==> src/rtl/grpirq_pkg.sv <==
// Shared constants and types for the grouped interrupt combiner.
// Assumes 32-bit banks made of four 8-source lanes.
package grpirq_pkg;
    localparam int LANE_W     = 8;
    localparam int LANES      = 4;
    localparam int BANK_W     = LANE_W * LANES;
    localparam int OFS_W      = 4;
    localparam logic [OFS_W-1:0] OFS_SET  = 4'h0;
    localparam logic [OFS_W-1:0] OFS_CLR  = 4'h4;
    localparam logic [OFS_W-1:0] OFS_STAT = 4'hC;

    typedef enum logic [1:0] {
        RK_NONE = 2'd0,
        RK_SET  = 2'd1,
        RK_CLR  = 2'd2,
        RK_STAT = 2'd3
    } reg_kind_e;
endpackage

==> src/rtl/grpirq_decode.sv <==
// Address decoder: splits a byte address into a bank index and a register
// kind. Assumes banks are 16 bytes apart and that offsets must match exactly.
module grpirq_decode
    import grpirq_pkg::*;
#(
    parameter int ADDR_W     = 8,
    parameter int BANK_COUNT = 8,
    localparam int IDX_W     = ADDR_W - OFS_W
) (
    input  logic [ADDR_W-1:0] addr,
    output logic [IDX_W-1:0]  bank_idx,
    output reg_kind_e         kind
);
    logic in_range;

    assign bank_idx = addr[ADDR_W-1:OFS_W];
    assign in_range = (int'(bank_idx) < BANK_COUNT);

    // Map offset to register kind; anything out of range is undecoded.
    always_comb begin
        kind = RK_NONE;
        if (in_range) begin
            case (addr[OFS_W-1:0])
                OFS_SET:  kind = RK_SET;
                OFS_CLR:  kind = RK_CLR;
                OFS_STAT: kind = RK_STAT;
                default:  kind = RK_NONE;
            endcase
        end
    end
endmodule

==> src/rtl/grpirq_bank.sv <==
// One register bank: 32 enable bits in four 8-bit lanes, a set/clear write
// path, a raw status view and one OR-reduced output per lane. Lanes at or
// above LIVE_LANES hold no state and report zero.
module grpirq_bank
    import grpirq_pkg::*;
#(
    parameter int LIVE_LANES = 4
) (
    input  logic              clk,
    input  logic              rst_n,
    input  logic              wr_set,
    input  logic              wr_clr,
    input  logic [BANK_W-1:0] wdata,
    input  logic [BANK_W-1:0] src,
    output logic [BANK_W-1:0] en_q,
    output logic [BANK_W-1:0] stat,
    output logic [LANES-1:0]  irq
);
    localparam logic [BANK_W-1:0] LIVE_MASK =
        (LIVE_LANES >= LANES) ? {BANK_W{1'b1}}
                              : BANK_W'((64'd1 << (LIVE_LANES * LANE_W)) - 64'd1);

    // Enable storage: set has ones-to-enable, clear has ones-to-disable.
    always_ff @(posedge clk) begin
        if (!rst_n)
            en_q <= '0;
        else if (wr_set)
            en_q <= en_q | (wdata & LIVE_MASK);
        else if (wr_clr)
            en_q <= en_q & ~wdata;
    end

    // Status view: raw levels of populated lanes only.
    assign stat = src & LIVE_MASK;

    // Per-lane OR of enabled, pending sources.
    for (genvar l = 0; l < LANES; l++) begin : g_lane
        assign irq[l] = |(en_q[l*LANE_W +: LANE_W] & src[l*LANE_W +: LANE_W]);
    end

    AST_SET_TAKES: assert property (@(posedge clk) disable iff (!rst_n)
        wr_set |=> ((en_q & $past(wdata) & LIVE_MASK) == ($past(wdata) & LIVE_MASK)));
    AST_CLR_TAKES: assert property (@(posedge clk) disable iff (!rst_n)
        (wr_clr && !wr_set) |=> ((en_q & $past(wdata)) == '0));
    AST_ZERO_BITS_KEEP: assert property (@(posedge clk) disable iff (!rst_n)
        (wr_set || wr_clr) |=> ((en_q & ~$past(wdata)) == ($past(en_q) & ~$past(wdata))));
endmodule

==> src/rtl/grpirq_combiner.sv <==
// Grouped level-interrupt combiner top. Packs GROUP_COUNT groups of eight
// sources into 32-bit banks at 0x10 strides, decodes one register access per
// cycle and drives one combined line per group. Assumes at most one access
// per cycle and level-held sources.
module grpirq_combiner
    import grpirq_pkg::*;
#(
    parameter int  GROUP_COUNT = 32,
    parameter bit  WIDE_BUILD  = 1'b1,
    parameter int  ADDR_W      = 8,
    localparam int NUM_SRC     = GROUP_COUNT * LANE_W,
    localparam int BANK_COUNT  = (GROUP_COUNT + LANES - 1) / LANES,
    localparam int MAX_GROUPS  = WIDE_BUILD ? 32 : 16,
    localparam int IDX_W       = ADDR_W - OFS_W
) (
    input  logic                   clk,
    input  logic                   rst_n,
    input  logic [NUM_SRC-1:0]     src_lvl,
    input  logic                   reg_en,
    input  logic                   reg_we,
    input  logic [ADDR_W-1:0]      reg_addr,
    input  logic [BANK_W-1:0]      reg_wdata,
    output logic [BANK_W-1:0]      reg_rdata,
    output logic [GROUP_COUNT-1:0] grp_irq
);
    if (GROUP_COUNT < 1 || GROUP_COUNT > MAX_GROUPS) begin : g_bad_count
        $error("GROUP_COUNT out of range for the selected variant");
    end
    if ((1 << IDX_W) < BANK_COUNT) begin : g_bad_addr
        $error("ADDR_W too small for the bank count");
    end

    logic [IDX_W-1:0]              bank_idx;
    reg_kind_e                     kind;
    logic [BANK_COUNT*BANK_W-1:0]  src_pad;
    logic [BANK_COUNT*BANK_W-1:0]  en_flat;
    logic [BANK_COUNT*BANK_W-1:0]  stat_flat;
    logic [BANK_COUNT*LANES-1:0]   irq_flat;
    logic [BANK_W-1:0]             rd_next;

    grpirq_decode #(.ADDR_W(ADDR_W), .BANK_COUNT(BANK_COUNT)) u_dec (
        .addr     (reg_addr),
        .bank_idx (bank_idx),
        .kind     (kind)
    );

    // Zero-extend the sources to whole banks.
    always_comb begin
        src_pad = '0;
        src_pad[NUM_SRC-1:0] = src_lvl;
    end

    for (genvar k = 0; k < BANK_COUNT; k++) begin : g_bank
        localparam int LEFT = GROUP_COUNT - k * LANES;
        localparam int LIVE = (LEFT >= LANES) ? LANES : LEFT;
        logic hit;
        assign hit = reg_en && reg_we && (int'(bank_idx) == k);

        grpirq_bank #(.LIVE_LANES(LIVE)) u_bank (
            .clk    (clk),
            .rst_n  (rst_n),
            .wr_set (hit && (kind == RK_SET)),
            .wr_clr (hit && (kind == RK_CLR)),
            .wdata  (reg_wdata),
            .src    (src_pad[k*BANK_W +: BANK_W]),
            .en_q   (en_flat[k*BANK_W +: BANK_W]),
            .stat   (stat_flat[k*BANK_W +: BANK_W]),
            .irq    (irq_flat[k*LANES +: LANES])
        );
    end

    assign grp_irq = irq_flat[GROUP_COUNT-1:0];

    // Read mux: enables for set/clear offsets, raw levels for status.
    always_comb begin
        rd_next = '0;
        for (int k = 0; k < BANK_COUNT; k++) begin
            if (int'(bank_idx) == k) begin
                case (kind)
                    RK_SET, RK_CLR: rd_next = en_flat[k*BANK_W +: BANK_W];
                    RK_STAT:        rd_next = stat_flat[k*BANK_W +: BANK_W];
                    default:        rd_next = '0;
                endcase
            end
        end
    end

    // Read data register: loads on reads, holds otherwise.
    always_ff @(posedge clk) begin
        if (!rst_n)
            reg_rdata <= '0;
        else if (reg_en && !reg_we)
            reg_rdata <= rd_next;
    end

    AST_UNDEC_READ_ZERO: assert property (@(posedge clk) disable iff (!rst_n)
        (reg_en && !reg_we && kind == RK_NONE) |=> (reg_rdata == '0));
    AST_STATUS_WRITE_INERT: assert property (@(posedge clk) disable iff (!rst_n)
        (reg_en && reg_we && (kind == RK_STAT || kind == RK_NONE)) |=> $stable(en_flat));
endmodule

==> config.mk <==
export PLATFORM = sky130hd
export DESIGN_NAME = grpirq_combiner
export DESIGN_NICKNAME = d
export VERILOG_FILES = /design/src/rtl/grpirq_pkg.sv /design/src/rtl/grpirq_decode.sv /design/src/rtl/grpirq_bank.sv /design/src/rtl/grpirq_combiner.sv
export SDC_FILE = /design/constraint.sdc
export NUM_CORES = 1
export LEC_CHECK = 0
export CORE_MARGIN = 1.5
export CORE_UTILIZATION = 40
export CTS_CLUSTER_SIZE = 10
export DETAILED_ROUTE_END_ITERATION = 8
export DONT_BUFFER_PORTS = 1
export PLACE_DENSITY = 0.58
export SLEW_MARGIN = 20
export SYNTH_ARGS = -nofsm -noshare
export SYNTH_HDL_FRONTEND = slang
export SYNTH_SLANG_ARGS = --single-unit
==> constraint.sdc <==
create_clock -name clk -period 2.6 [get_ports clk]
set_input_delay 0.26 -clock clk [delete_from_list [all_inputs] [get_ports clk]]
set_output_delay 0.26 -clock clk [all_outputs]
set_load 0.02 [all_outputs]
==> run_results.csv, run 1 <==
group,metric,value,unit
status,run_status,"finished clean",
layout,layout-drive-gt1-share,8.53,%
power,vdd_drop_max,0.436,mV
route,route.detailed.wl_per_inst,27.6,µm
placement,dpl_wire_length,47.0,mm
critical_path,worstPathArrival,2.81,ns
route,drc,0,
critical_path,crit_fanout,16,
timing,final-setup-viol-count,0,
hold_path,tightest_hold_check_type,"input pin to flip-flop",
timing,setup_repair_after_global_routing_missed_its_margin,"false",
layout,layout.core_utilization,48.0,%
grt,groute.usage.overall,32.6,%
power,power_density,525,nW/µm²
yosys,ys_dominant_reg_cell,"sky130_fd_sc_hd__dfxtp_1",
hold_path,holdPathEnd,"reg_rdata[23]",
timing,slew_at_the_pin_closest_to_its_max_slew_limit,0.911,ns
hold_path,hold-path-cell-count,4,
route,detail_route.vias_per_cell,6.73,
yosys,netlist_instances,2014,
critical_path,critical_path.cell_chain,"nor3_1 -> nand2_1 -> inv_1 -> ha_1 -> o211ai_2 -> nor2_4 -> buf_12 -> nand2_1 -> a22oi_1 -> nor2b_1 -> dlygate4sd3_1",
cts,cts_tree,"built",
grt,grt_pass1_vias,16050,
grt,grt_max_degree,207,
placement,globalplace.congestion,0.916,
flow_run,cap_viol_max_count,0,
floorplan,rows,73,
critical_path,worst_path_required,3.03,ns
floorplan,fp.dieArea,41900,µm²
yosys,synth-edff-count,0,
cts,numCtsBuffers,37,
critical_path,rr_endpoint,"reg_rdata[30]",
cts,post-cts-setup-buffers,0,
route,routed_wirelength,70.3,mm
critical_path,setup.worst_path.start_class,"input pin",
yosys,syn-num-nets,2318,
critical_path,cp_num_buf_inv,3,
yosys,asyncSetResetFlopFracSynth,0,%
yosys,netlist-cell-type-count,31,
critical_path,cp_common_cell,"sky130_fd_sc_hd__nand2_1",
cts,cts.reportedPaths.clkPinSlew,0.06,ns
floorplan,fp.dieH,205,µm
route,via_count,17113,
power,static-leakage-power,0.00531,µW
yosys,ys.warnings.count,0,
cts,cts_sinks,288,
cts,cts-htree-levels,2,
critical_path,timing.critical_path.max_delay_family,"simple AND/OR/NAND/NOR gates",
timing,final.min_clock_period,2.38,ns
grt,antenna_found_initial,4,
floorplan,design.core.area,39900,µm²
critical_path,slowest_stage,"sky130_fd_sc_hd__dlygate4sd3_1",
layout,areaGrowthSynthToFinish,17.7,%
cts,root_buffer_selected_by_cts,"sky130_fd_sc_hd__clkbuf_16",
critical_path,length_in_cells_of_the_worst_reg_to_reg_path,4,
layout,design.final.nets,2299,
timing,slew_headroom,39.3,%
grt,wire_length_of_the_first_global_routing_pass,104,mm
hold_path,hold_path.startpoint,"src_lvl[55]",
timing,drv_slew,0,
timing,timing.setup.tns,0,ns
critical_path,reg2reg_setup_slack,1.17,ns
timing,finalHoldViolCount,0,
yosys,post_synth_instance_area,16300,µm²
cts,worstSkewPairLatency,0.55,ns
floorplan,floorplan.initialDensity,40.8,%
grt,grt_remaining_overflow,0,
route,drt_pass1_iterations,6,
timing,fin_skew,0.0145,ns
yosys,yosysSeqAreaShare,35.4,%
cts,ctsLongestPathBuffers,3,
layout,instances_no_fill,2543,
floorplan,chipWidth,205,µm
placement,port_buffers,0,
critical_path,worst_setup_path_end_kind,"flip-flop",
route,drtAntennaViolNets,0,
floorplan,io-pin-count,364,
route,drt-initial-drc-count,2153,
critical_path,critical-path-max-stage-delay,0.55,ns
cts,cts-resized-gates,0,
yosys,ys_ff_latch,288,
critical_path,critPathKind,"input pin to flip-flop",
timing,period_share,91.6,%
timing,fmax,0.420,GHz
cts,ctsHoldBuffers,116,
yosys,syn_avg_cell_area,8.08,µm²
placement,dp_cells,2365,
==> cells by family (layout without fill, tap and decap cells) <==
family | after synthesis | after routing | synth area share, %
compound gates | 833 | 833 | 37.7
other cells | 0 | 2 | 0
buf+inv | 248 | 250 | 5.97
simple gates | 640 | 640 | 20.5
flops | 288 | 288 | 35.4
xor+xnor | 1 | 1 | 0.0539
fa+ha+maj | 4 | 4 | 0.308
==> layer usage <==
layer | wire length, µm | GRT usage, % | part of all wire, % | up-vias
met1 | 28400 | 42.7 | 40 | 8254
met2 | 30500 | 49.4 | 43 | 1033
met5 | 16 | 0 | 0.023 | -
li1 | - | - | - | 7641
met3 | 8490 | 10.2 | 12 | 181
met4 | 2800 | 13.4 | 4.0 | 4
==> worst max-delay path by stage <==
stage,depth (start not counted),slack (ns),endpoint,from
floorplan,9,0.49,reg_rdata[24],reg_addr[7]
global placement,9,0.08,reg_rdata[30],reg_addr[7]
detailed placement,9,0.07,reg_rdata[30],reg_addr[7]
CTS,11,0.27,flip-flop,reg_addr[7]
global route,11,0.06,flip-flop,reg_addr[7]
finish,11,0.22,flip-flop,reg_addr[7]
==> cell usage in the layout (no fill, tap or decap), types with 2 or more instances in the layout <==
| cell | Yosys | routed |
|---|---|---|
| sky130_fd_sc_hd__clkbuf_16 | 0 | 39 |
| sky130_fd_sc_hd__inv_1 | 3 | 2 |
| sky130_fd_sc_hd__clkbuf_8 | 0 | 5 |
| sky130_fd_sc_hd__buf_12 | 0 | 20 |
| sky130_fd_sc_hd__o22ai_1 | 96 | 96 |
| sky130_fd_sc_hd__buf_4 | 0 | 51 |
| sky130_fd_sc_hd__nor2_2 | 7 | 10 |
| sky130_fd_sc_hd__nand4_1 | 32 | 32 |
| sky130_fd_sc_hd__nor2_4 | 1 | 6 |
| sky130_fd_sc_hd__ha_1 | 4 | 3 |
| sky130_fd_sc_hd__or4b_1 | 3 | 3 |
| sky130_fd_sc_hd__o21ai_1 | 30 | 30 |
| sky130_fd_sc_hd__nor3_1 | 33 | 33 |
| sky130_fd_sc_hd__o21ai_0 | 34 | 34 |
| sky130_fd_sc_hd__o221a_1 | 2 | 2 |
| sky130_fd_sc_hd__diode_2 | 0 | 2 |
| sky130_fd_sc_hd__nand2_1 | 257 | 257 |
| sky130_fd_sc_hd__or2_1 | 2 | 2 |
| sky130_fd_sc_hd__clkbuf_1 | 209 | 13 |
| sky130_fd_sc_hd__dfxtp_1 | 288 | 288 |
| sky130_fd_sc_hd__a22oi_1 | 608 | 608 |
| sky130_fd_sc_hd__or3_1 | 32 | 32 |
| sky130_fd_sc_hd__o221a_2 | 30 | 30 |
| sky130_fd_sc_hd__a221oi_1 | 32 | 32 |
| sky130_fd_sc_hd__dlygate4sd3_1 | 0 | 115 |
| sky130_fd_sc_hd__nor2b_1 | 257 | 256 |
==> synthesized netlist by cell type (32+ instances only) <==
| master | number | share of area [%] |
|---|---|---|
| sky130_fd_sc_hd__dfxtp_1 | 288 | 35 |
| sky130_fd_sc_hd__clkbuf_1 | 209 | 4.8 |
| sky130_fd_sc_hd__o22ai_1 | 96 | 3.7 |
| sky130_fd_sc_hd__nor2b_1 | 257 | 9.9 |
| sky130_fd_sc_hd__a221oi_1 | 32 | 1.7 |
| sky130_fd_sc_hd__a22oi_1 | 608 | 28 |
| sky130_fd_sc_hd__buf_2 | 32 | 0.98 |
| sky130_fd_sc_hd__nand2_1 | 257 | 5.9 |
| sky130_fd_sc_hd__nor3_1 | 33 | 1.0 |
| sky130_fd_sc_hd__or3_1 | 32 | 1.2 |
| sky130_fd_sc_hd__nand4_1 | 32 | 1.2 |
| sky130_fd_sc_hd__o21ai_0 | 34 | 1.0 |
==> worst reg2reg max path, stage by stage (launching register included) <==
cell and delay (ns):
sky130_fd_sc_hd__dfxtp_1 0.34, sky130_fd_sc_hd__a22oi_1 0.25, sky130_fd_sc_hd__o21ai_1 0.11, sky130_fd_sc_hd__nor3_1 0.43, sky130_fd_sc_hd__o22ai_1 0.16
==> report_power, final <==
part	switching (µW)	internal, µW
Combinational	386	226
Clock	2050	2870
Sequential	72.8	4450
Total	2500	7550
==> area by class of cell <==
type	count	area, µm²
Clock buffer	57	1090
Multi-Input combinational cell	1478	9620
Clock inverter	3	22.5
Sequential cell	288	5770
Tap cell	525	657
Inverter	3	18.8
Antenna cell	2	5.00
Timing Repair Buffer	187	1960
Fill cell	3855	20800
==> through the flow <==
stage / total power, µW / cell area (µm²) / worst slack, ns / hold slack, ns
4_1_cts: 10100 / 19100 / 0.268 / 0.0803
5_1_grt: 10300 / 19100 / 0.0580 / 0.126
2_1_floorplan: 5020 / 16300 / 0.486 / 0.509
3_5_place_dp: 5020 / 16800 / 0.0750 / 0.411
6_report: 10100 / 19100 / 0.219 / 0.117
3_3_place_gp: 5020 / 16800 / 0.0791 / 0.409
Note: power is estimated with default switching activity, not from simulation.
==> inputs of run 2 (changes only) <==
Settings changed: GPL_TIMING_DRIVEN set to 1.
Clock period 2.6 ns to 2.7 ns, I/O delays scaled along.
==> run_results.csv, run 2 (same netlist as run 1, synthesis figures left out) <==
group,metric,value,unit
cts,cts_tree,"built",
cts,root_buffer_selected_by_cts,"sky130_fd_sc_hd__clkbuf_16",
power,seq_power_share,45.9,%
status,run_status,"finished clean",
cts,worstSkewPairLatency,0.54,ns
grt,groute.usage.overall,32.0,%
route,drc,0,
floorplan,floorplan.initialDensity,40.8,%
power,p_total,9480,µW
floorplan,rows,73,
critical_path,worst_setup_path_end_kind,"flip-flop",
placement,globalplace.congestion,0.921,
power,part_of_the_total_power_dissipated_in_combinational_logic,6.2,%
critical_path,setup.worst_path.start_class,"input pin",
critical_path,worst_path_required,3.18,ns
grt,antenna_found_initial,1,
power,power_density,504,nW/µm²
critical_path,slowest_stage,"sky130_fd_sc_hd__o211ai_2",
cts,cts-htree-levels,2,
grt,grt_pass1_vias,15890,
timing,drv_slew,0,
flow_run,cap_viol_max_count,0,
timing,period_share,87.6,%
floorplan,io-pin-count,364,
cts,cts_sinks,288,
route,via_count,17202,
grt,grt_remaining_overflow,0,
power,static-leakage-power,0.00513,µW
route,drtAntennaViolNets,0,
critical_path,crit_fanout,32,
timing,finalHoldViolCount,0,
grt,wire_length_of_the_first_global_routing_pass,102,mm
power,power.clock.fraction,47.9,%
power,power.share.switching,24.9,%
timing,final-setup-viol-count,0,
power,vdd_drop_max,0.330,mV
timing,fin_skew,0.00929,ns
layout,mostFrequentLayoutCell,"sky130_fd_sc_hd__a22oi_1",
floorplan,fp.dieArea,41900,µm²
grt,grt_max_degree,217,
placement,port_buffers,0,
floorplan,fp.dieH,205,µm
critical_path,critPathKind,"input pin to flip-flop",
layout,final_cell_mix,"sky130_fd_sc_hd__a22oi_1 (608), sky130_fd_sc_hd__dfxtp_1 (288), sky130_fd_sc_hd__nand2_1 (257), sky130_fd_sc_hd__nor2b_1 (256), sky130_fd_sc_hd__dlygate4sd3_1 (105)",
layout,design.final.nets,2281,
layout,layout-drive-gt1-share,8.03,%
cts,cts.reportedPaths.clkPinSlew,0.06,ns
route,drt-initial-drc-count,1940,
timing,timing.setup.tns,0,ns
route,detail_route.vias_per_cell,6.83,
cts,cts-resized-gates,0,
layout,areaGrowthSynthToFinish,15.5,%
timing,slew_at_the_pin_closest_to_its_max_slew_limit,0.935,ns
route,routed_wirelength,69.9,mm
placement,dpl_wire_length,46.5,mm
timing,fmax,0.423,GHz
power,power.switching,2360,µW
floorplan,chipWidth,205,µm
route,drt_pass1_iterations,6,
cts,ctsLongestPathBuffers,3,
timing,final.min_clock_period,2.37,ns
floorplan,design.core.area,39900,µm²
power,p_int,7120,µW
critical_path,critical_path.cell_chain,"nor3_1 -> and2_1 -> inv_1 -> ha_1 -> o211ai_2 -> nor2_2 -> buf_12 -> nand2_1 -> a22oi_1 -> nor2b_1 -> dlygate4sd3_1",
hold_path,tightest_hold_check_type,"input pin to flip-flop",
critical_path,critical-path-max-stage-delay,0.61,ns
timing,setup_repair_after_global_routing_missed_its_margin,"false",
route,route.detailed.wl_per_inst,27.8,µm
critical_path,worstPathArrival,2.85,ns
cts,numCtsBuffers,37,
timing,slew_headroom,37.7,%
==> run 2: cell types whose count changed in the layout (fill, tap and decap cells not counted), sizes merged <==
cell         change
dlygate4sd3     -10
inv              -1
diode            -1
clkinv           -1
clkbuf           -4
buf              -8
==> run 2: worst max-delay path, delay by kind of cell <==
family,cells,cell delay [ns]
AOI/OAI and AO/OA,2,0.69
buffers and inverters,3,0.88
and+or+nand+nor,5,0.80
adders and majority gates,1,0.19
==> run 2: per-stage QoR <==
step           utilization [%]  cell area [µm²]  instances  worst slack, ns  hold WS (ns)
5_1_grt                   47.1            18800       2517            0.176        0.0657
2_1_floorplan                -            16300       2014            0.576         0.509
3_5_place_dp              41.8            16700       2357            0.160         0.424
6_report                  47.1            18800       2518            0.334        0.0298
4_1_cts                   47.1            18800       2517            0.425       0.00200
3_3_place_gp              41.8            16700       2357            0.204         0.417
==> run 2: layout make-up <==
class	instances	area [µm²]
antenna	1	2.50
clock buffer	53	1040
clock inverter	1	5.00
fill	3856	21100
inverter	3	18.8
multi-input combinational	1478	9620
sequential	288	5770
tap	525	657
timing repair buffer	169	1690
==> run 2: worst paths after layout <==
| path | from | end | slack, ns | cells after the start |
|---|---|---|---|---|
| worst max register to register | flip-flop | reg_rdata[31] | 1.28 | 4 |
| worst max-delay path | reg_addr[7] | flip-flop | 0.33 | 11 |
| worst min register to register | flip-flop | flip-flop | 0.54 | 2 |
| worst min-delay path | reg_wdata[21] | flip-flop | 0.03 | 3 |
==> run 2: metal layers <==
| layer | wire length (µm) | global-route usage, % | share of wire, % |
|---|---|---|---|
| met5 | 0 | 0 | 0 |
| met4 | 3000 | 14.3 | 4.3 |
| met3 | 8870 | 11.0 | 13 |
| met2 | 30200 | 48.3 | 43 |
| met1 | 27800 | 41.1 | 40 |
==> run 2: repair_timing <==
item                                    CTS  global route
hold endpoints to repair                288             0
hold buffers                            106             0
endpoints found under the setup margin    0             0
buffers inserted                          0             0
==> run 2: power groups by stage <==
stage	clock (µW)	sequential [µW]	combinational, µW
6_report	4540	4350	591
5_1_grt	4760	4350	620
4_1_cts	4590	4350	579
3_5_place_dp	0	4440	391
3_3_place_gp	0	4440	390
2_1_floorplan	0	4420	412
